==> src/rtl/pio_pkg.sv <==
package pio_pkg;
  localparam int DATA_W = 8;
  localparam logic [DATA_W-1:0] OFF_CTRL = 8'h00;
  localparam logic [DATA_W-1:0] OFF_DATA = 8'hC0;
  localparam logic [DATA_W-1:0] OFF_SEL  = 8'hC4;
  localparam logic [DATA_W-1:0] OFF_DIR0 = 8'hC8;
  localparam int DIR_STEP = 4;

  // offset of the direction register for port group g
  function automatic logic [DATA_W-1:0] dir_off(input int g);
    return DATA_W'(int'(OFF_DIR0) + DIR_STEP * g);
  endfunction
endpackage

==> src/rtl/pio_ctrl_regs.sv <==
module pio_ctrl_regs
  import pio_pkg::*;
#(
  parameter int NUM_PORTS = 18,
  parameter int GROUP     = 6
) (
  input  logic                 clk,
  input  logic                 rst_n,
  input  logic [DATA_W-1:0]    addr,
  input  logic                 wr,
  input  logic [DATA_W-1:0]    wdata,
  output logic                 en,
  output logic [DATA_W-1:0]    sel,
  output logic [NUM_PORTS-1:0] dir,
  output logic                 data_wr
);
  localparam int NGRP = (NUM_PORTS + GROUP - 1) / GROUP;
  localparam logic [DATA_W-1:0] SEL_LIM = DATA_W'(NUM_PORTS);

  always_ff @(posedge clk or negedge rst_n) begin
    if (!rst_n) begin
      en  <= 1'b0;
      sel <= '0;
    end else if (wr) begin
      if (addr == OFF_CTRL) en  <= wdata[0];
      if (addr == OFF_SEL)  sel <= wdata;
    end
  end

  for (genvar g = 0; g < NGRP; g++) begin : g_dir
    localparam int LO  = g * GROUP;
    localparam int CNT = (NUM_PORTS - LO < GROUP) ? NUM_PORTS - LO : GROUP;
    always_ff @(posedge clk or negedge rst_n) begin
      if (!rst_n)                         dir[LO +: CNT] <= '0;
      else if (wr && addr == dir_off(g))  dir[LO +: CNT] <= wdata[CNT-1:0];
    end
  end

  assign data_wr = wr && (addr == OFF_DATA) && en && (sel < SEL_LIM);
endmodule

==> src/rtl/pio_port_latches.sv <==
module pio_port_latches
  import pio_pkg::*;
#(
  parameter int NUM_PORTS = 18
) (
  input  logic                        clk,
  input  logic                        rst_n,
  input  logic                        data_wr,
  input  logic [DATA_W-1:0]           sel,
  input  logic [DATA_W-1:0]           wdata,
  input  logic                        en,
  input  logic [NUM_PORTS-1:0]        dir,
  output logic [NUM_PORTS*DATA_W-1:0] pin_out,
  output logic [NUM_PORTS-1:0]        pin_oe
);
  localparam logic [DATA_W-1:0] SEL_LIM = DATA_W'(NUM_PORTS);

  // latches carry no reset: their power-up value is undefined
  for (genvar p = 0; p < NUM_PORTS; p++) begin : g_port
    logic [DATA_W-1:0] q;
    always_ff @(posedge clk) begin
      if (data_wr && sel == DATA_W'(p)) q <= wdata;
    end
    assign pin_out[p*DATA_W +: DATA_W] = q;
  end

  assign pin_oe = {NUM_PORTS{en}} & dir;

  // an out-of-range pointer never loads any latch
  a_r8_oob_no_load: assert property (@(posedge clk) disable iff (!rst_n)
    (sel >= SEL_LIM) |=> $stable(pin_out));
endmodule

==> src/rtl/pio_read_mux.sv <==
module pio_read_mux
  import pio_pkg::*;
#(
  parameter int NUM_PORTS = 18,
  parameter int GROUP     = 6
) (
  input  logic                        clk,
  input  logic                        rst_n,
  input  logic [DATA_W-1:0]           addr,
  input  logic                        rd,
  input  logic                        en,
  input  logic [DATA_W-1:0]           sel,
  input  logic [NUM_PORTS-1:0]        dir,
  input  logic [NUM_PORTS*DATA_W-1:0] latch_q,
  input  logic [NUM_PORTS*DATA_W-1:0] pin_in,
  output logic [DATA_W-1:0]           rdata
);
  localparam int NGRP = (NUM_PORTS + GROUP - 1) / GROUP;
  localparam logic [DATA_W-1:0] SEL_LIM = DATA_W'(NUM_PORTS);

  logic [DATA_W-1:0] nxt;
  logic              mapped;

  always_comb begin
    nxt    = '0;
    mapped = (addr == OFF_CTRL) || (addr == OFF_SEL) || (addr == OFF_DATA);
    if (addr == OFF_CTRL) begin
      nxt[0] = en;
    end else if (addr == OFF_SEL) begin
      nxt = sel;
    end else if (addr == OFF_DATA) begin
      if (en) begin
        for (int p = 0; p < NUM_PORTS; p++) begin
          if (sel == DATA_W'(p))
            nxt = dir[p] ? latch_q[p*DATA_W +: DATA_W] : pin_in[p*DATA_W +: DATA_W];
        end
      end
    end else begin
      for (int g = 0; g < NGRP; g++) begin
        if (addr == dir_off(g)) begin
          mapped = 1'b1;
          for (int n = 0; n < GROUP; n++) begin
            if (g * GROUP + n < NUM_PORTS) nxt[n] = dir[g*GROUP + n];
          end
        end
      end
    end
  end

  always_ff @(posedge clk or negedge rst_n) begin
    if (!rst_n)  rdata <= '0;
    else if (rd) rdata <= nxt;
  end

  // read data holds between reads
  a_r10_hold: assert property (@(posedge clk) disable iff (!rst_n)
    !rd |=> $stable(rdata));
  // out-of-range pointer reads zero
  a_r8_oob_read_zero: assert property (@(posedge clk) disable iff (!rst_n)
    (rd && addr == OFF_DATA && sel >= SEL_LIM) |=> (rdata == '0));
  // disabled data read is zero
  a_r5_off_read_zero: assert property (@(posedge clk) disable iff (!rst_n)
    (rd && addr == OFF_DATA && !en) |=> (rdata == '0));
  // reserved offsets read zero
  a_r9_reserved_zero: assert property (@(posedge clk) disable iff (!rst_n)
    (rd && !mapped) |=> (rdata == '0));
  // unused top bits of a direction read are zero
  a_r2_dir_top_zero: assert property (@(posedge clk) disable iff (!rst_n)
    (rd && addr == dir_off(0)) |=> (rdata[DATA_W-1:GROUP] == '0));
endmodule

==> src/rtl/ptr_port_io.sv <==
module ptr_port_io
  import pio_pkg::*;
#(
  parameter int NUM_PORTS = 18,
  parameter int GROUP     = 6
) (
  input  logic                        clk,
  input  logic                        rst_n,
  input  logic [7:0]                  bus_addr,
  input  logic                        bus_wr,
  input  logic [7:0]                  bus_wdata,
  input  logic                        bus_rd,
  output logic [7:0]                  bus_rdata,
  output logic [NUM_PORTS*8-1:0]      pin_out,
  output logic [NUM_PORTS-1:0]        pin_oe,
  input  logic [NUM_PORTS*8-1:0]      pin_in
);
  logic                 en;
  logic [DATA_W-1:0]    sel;
  logic [NUM_PORTS-1:0] dir;
  logic                 data_wr;

  pio_ctrl_regs #(.NUM_PORTS(NUM_PORTS), .GROUP(GROUP)) u_regs (
    .clk(clk), .rst_n(rst_n), .addr(bus_addr), .wr(bus_wr), .wdata(bus_wdata),
    .en(en), .sel(sel), .dir(dir), .data_wr(data_wr)
  );

  pio_port_latches #(.NUM_PORTS(NUM_PORTS)) u_latch (
    .clk(clk), .rst_n(rst_n), .data_wr(data_wr), .sel(sel), .wdata(bus_wdata),
    .en(en), .dir(dir), .pin_out(pin_out), .pin_oe(pin_oe)
  );

  pio_read_mux #(.NUM_PORTS(NUM_PORTS), .GROUP(GROUP)) u_rmux (
    .clk(clk), .rst_n(rst_n), .addr(bus_addr), .rd(bus_rd), .en(en), .sel(sel),
    .dir(dir), .latch_q(pin_out), .pin_in(pin_in), .rdata(bus_rdata)
  );

  // no port drives while the global enable is low
  a_r4_no_drive_when_off: assert property (@(posedge clk) disable iff (!rst_n)
    !en |-> (pin_oe == '0));
  // directions come out of reset as inputs
  a_r1_reset_inputs: assert property (@(posedge clk) disable iff (!rst_n)
    $rose(rst_n) |-> (pin_oe == '0));
endmodule

==> config.mk <==
export PLATFORM = sky130hd
export DESIGN_NAME = ptr_port_io
export DESIGN_NICKNAME = d
export VERILOG_FILES = /design/src/rtl/pio_pkg.sv /design/src/rtl/pio_ctrl_regs.sv /design/src/rtl/pio_port_latches.sv /design/src/rtl/pio_read_mux.sv /design/src/rtl/ptr_port_io.sv
export SDC_FILE = /design/constraint.sdc
export NUM_CORES = 1
export LEC_CHECK = 0
export ABC_AREA = 0
export BUFFER_PORTS_ARGS = -buffer_cell sky130_fd_sc_hd__buf_4
export CAP_MARGIN = 0
export CORE_AREA = 2 2 180 182
export DETAILED_ROUTE_END_ITERATION = 8
export DIE_AREA = 0 0 182 184
export GPL_TIMING_DRIVEN = 0
export PLACE_DENSITY = 0.53
export SYNTH_ARGS = -nofsm -noshare
export SYNTH_HDL_FRONTEND = slang
export SYNTH_SLANG_ARGS = --single-unit
==> constraint.sdc <==
create_clock -name clk -period 3.54 [get_ports clk]
set_input_delay 0.885 -clock clk [delete_from_list [all_inputs] [get_ports clk]]
set_output_delay 0.885 -clock clk [all_outputs]
set_load 0.005 [all_outputs]
==> results.sh <==
export IMPL_arrival_ns=3.53
export IMPL_synth_edf_count=144
export IMPL_n_fill_cell=3103
export IMPL_rows=65
export IMPL_r2r_end="u_rmux.rdata[7]$_DFFE_PN0P_"
export IMPL_grt_use_total=0.250
export IMPL_utilization=0.417
export IMPL_r2r_setup_slack_ns=0.09
export IMPL_end_kind="flip-flop"
export IMPL_drive_gt1_frac=0.395
export IMPL_clk_pin_slew_worst_paths_ns=0.08
export IMPL_fmax_mhz=289
export IMPL_start_util=0.296
export IMPL_place_area_mm2=0.0123
export IMPL_cts_buffers_inserted=17
export IMPL_coreArea_mm2=0.0314
export IMPL_antenna_found_initial=2
export IMPL_fin_cells=1539
export IMPL_design_area_mm2=0.0131
export IMPL_setup_viol=0
export IMPL_p_leak_nw=4.99
export IMPL_clock_skew_ns=0.0112
export IMPL_io_buffers=332
export IMPL_die_area_mm2=0.0335
export IMPL_vias_per_cell=5.36
export IMPL_critPathMaxFanout=10
export IMPL_timing_rr_start="u_regs.sel[1]$_DFFE_PN0P_"
export IMPL_hp_class="input port to async pin"
export IMPL_cts_root_buffer="clkbuf_16"
export IMPL_status="finished, final reports clean"
export IMPL_synth_area_per_cell_um2=12.1
export IMPL_seq_area_mm2=0.00520
export IMPL_final_antenna_net_count=0
export IMPL_synth_top_family_by_area="multiplexers"
export IMPL_layout_common_cells="buf_4, edfxtp_1, mux2i_1"
export IMPL_whs_ns=0.432
export IMPL_clock_latency_ns=0.44
export IMPL_worst_slack_ns=0.0817
export IMPL_synthDistinctLibCells=62
export IMPL_crit_start="bus_addr[3]"
export IMPL_max_slew_margin_rel=0.150
export IMPL_yosysWarnings=0
export IMPL_synthArstFlopShare=0.196
export IMPL_syn_num_nets=933
export IMPL_cap_violations=0
export IMPL_fin_crit_sh=0.977
export IMPL_synthMuxAreaShare=0.190
export IMPL_cp_data_required_time_ns=3.61
export IMPL_post_place_ws_ns=-0.880
export IMPL_dp_cells=1504
export IMPL_postSynthRegisterBits=179
export IMPL_rr_worst_depth=9
export IMPL_slew_viol_final=0
export IMPL_synthesis_area_mm2=0.00930
export IMPL_p_seq_frac=0.441
export IMPL_clock_power_share=0.421
export IMPL_syn_to_final_growth_pct=40.7
export IMPL_firstDrtPassIters=5
export IMPL_routed_wl_mm=42.9
export IMPL_place_congestion=0.921
export IMPL_vias=8245
export IMPL_drc=0
export IMPL_totalPowerFinal_mw=5.22
export IMPL_drtIter0Drc=753
export IMPL_p_per_area_mw_per_mm2=399
export IMPL_p_comb_frac=0.138
export IMPL_multi_input_area_mm2=0.00395
export IMPL_grt_pass1_wl_mm=59.4
export IMPL_rsz0062_at_grt="yes"
export IMPL_worst_pin_slew_ns=1.26
export IMPL_die_h_um=184
export IMPL_die_width_um=182
export IMPL_path_class="input port to flip-flop"
export IMPL_ys_flop_type="edfxtp_1"
export IMPL_cts_path_max_buffers=2
export IMPL_power_switching_mw=1.35
export IMPL_top_level_ports=334
export IMPL_fin_crit_ns=3.46
export IMPL_switching_share=0.260
export IMPL_grt_pass1_vias=8421
export IMPL_grt_ovfl_total=0
export IMPL_intPower_mw=3.86
export IMPL_yosysSeqAreaShare=0.559
export IMPL_ir_drop_mv=0.264
export IMPL_tritoncts="yes"
export IMPL_fin_nets=1287
export IMPL_synth_compound_area_frac=0.118
export IMPL_synth_xor_area_frac=0
export IMPL_grt_max_degree=36
export IMPL_numClockSinks=179
export IMPL_finalHoldViolations=0
export IMPL_h_tree_depth=4
export IMPL_cp_start_kind="input port"
export IMPL_final_common_cell="buf_4"
export IMPL_wl_per_cell_um=27.9
export IMPL_dp_hpwl_mm=31.6
export IMPL_cts_setup_buffers=0
export IMPL_post_synth_fa_ha_maj_area_fraction=0
export IMPL_synth_simple_area_share=0.106
export IMPL_holdBufCountCts=0
export IMPL_setup_tns_ns=0
export IMPL_synthCells=769
[area by class of cell]
class / count / area share
tap: 402 / 0.0385
clock inverter: 13 / 0.0166
inverter: 6 / 0.00172
multi-input combinational: 529 / 0.302
antenna: 1 / 0.000191
sequential: 179 / 0.398
buffer: 55 / 0.0180
clock buffer: 19 / 0.0339
timing repair buffer: 335 / 0.192
[cells in the mapped netlist, types with 4 or more instances]
cell	n	area (µm²)
nand2_1	49	184
a21oi_1	19	95.1
dfrtp_1	35	876
inv_1	5	18.8
a211oi_1	14	105
nor2b_1	13	81.3
or4_1	4	30.0
nor2_1	43	161
clkbuf_1	40	150
or3_1	5	31.3
o2bb2ai_1	6	52.6
o221ai_1	5	43.8
mux2i_1	127	1270
edfxtp_1	144	4320
a21o_1	4	30.0
mux2_2	42	473
buf_2	8	40.0
o22ai_1	26	163
o32ai_1	4	35.0
nand3_1	5	25.0
a31oi_1	8	50.1
nor3_1	27	135
buf_1	5	18.8
nand4_1	7	43.8
o211ai_1	6	45.0
and2_1	21	131
o2111ai_1	4	35.0
o21ai_0	43	215
[worst max-delay path, cell delays in order]
cell and delay [ns]:
buf_4 0.11, clkbuf_1 0.20, nor2_1 0.26, nand4_1 0.38
or4_1 0.57, buf_2 0.25, buf_2 0.35, nor2_2 0.51
[sequential cells by signal, summed over array words and instances (netlist names)]
name	count
u_regs.sel	8
u_latch.g_port.q	144
u_rmux.rdata	8
u_regs.en	1
u_regs.dir	18
[timing repair]
item | in CTS | in global routing
gates resized for setup | 2 | 23
endpoints found under the setup margin | 97 | 113
pin swaps | 0 | 2
[how the worst max path moves through the flow]
stage | endpoint | slack, ns | cells after the start
3_3_place_gp | u_latch.g_port[14].q[6]$_DFFE_PP_ | -0.93 | 8
6_report | u_latch.g_port[8].q[0]$_DFFE_PP_ | 0.08 | 8
4_1_cts | u_latch.g_port[3].q[1]$_DFFE_PP_ | -0.39 | 8
3_5_place_dp | u_latch.g_port[14].q[0]$_DFFE_PP_ | -0.88 | 8
2_1_floorplan | u_latch.g_port[6].q[0]$_DFFE_PP_ | 0.23 | 7
5_1_grt | u_latch.g_port[8].q[5]$_DFFE_PP_ | -0.03 | 8
[routing by layer]
layer  track usage  up-vias  wire (µm)
met2         0.416      419      20600
met5             0        -          0
li1              -     3681          -
met3        0.0701       40       3530
met4        0.0532        0        680
met1         0.324     4105      18100
[power by group through the flow]
stage / registers (mW) / clock network (mW) / logic [mW]
after global routing: 2.30 / 2.30 / 0.758
after floorplan: 2.34 / 0 / 0.309
after global placement: 2.35 / 0 / 0.699
final: 2.30 / 2.20 / 0.719
after detailed placement: 2.35 / 0 / 0.701
after CTS: 2.30 / 2.22 / 0.704
[logic make-up (layout without fill, tap and decap cells)]
group,after synthesis,count (layout)
flip-flops,179,179
multiplexers,170,170
AO/OA/AOI/OAI,165,165
AND/OR/NAND/NOR,194,194
buffers and inverters,61,428
other,0,1
Note: power is estimated with default switching activity, not from simulation.
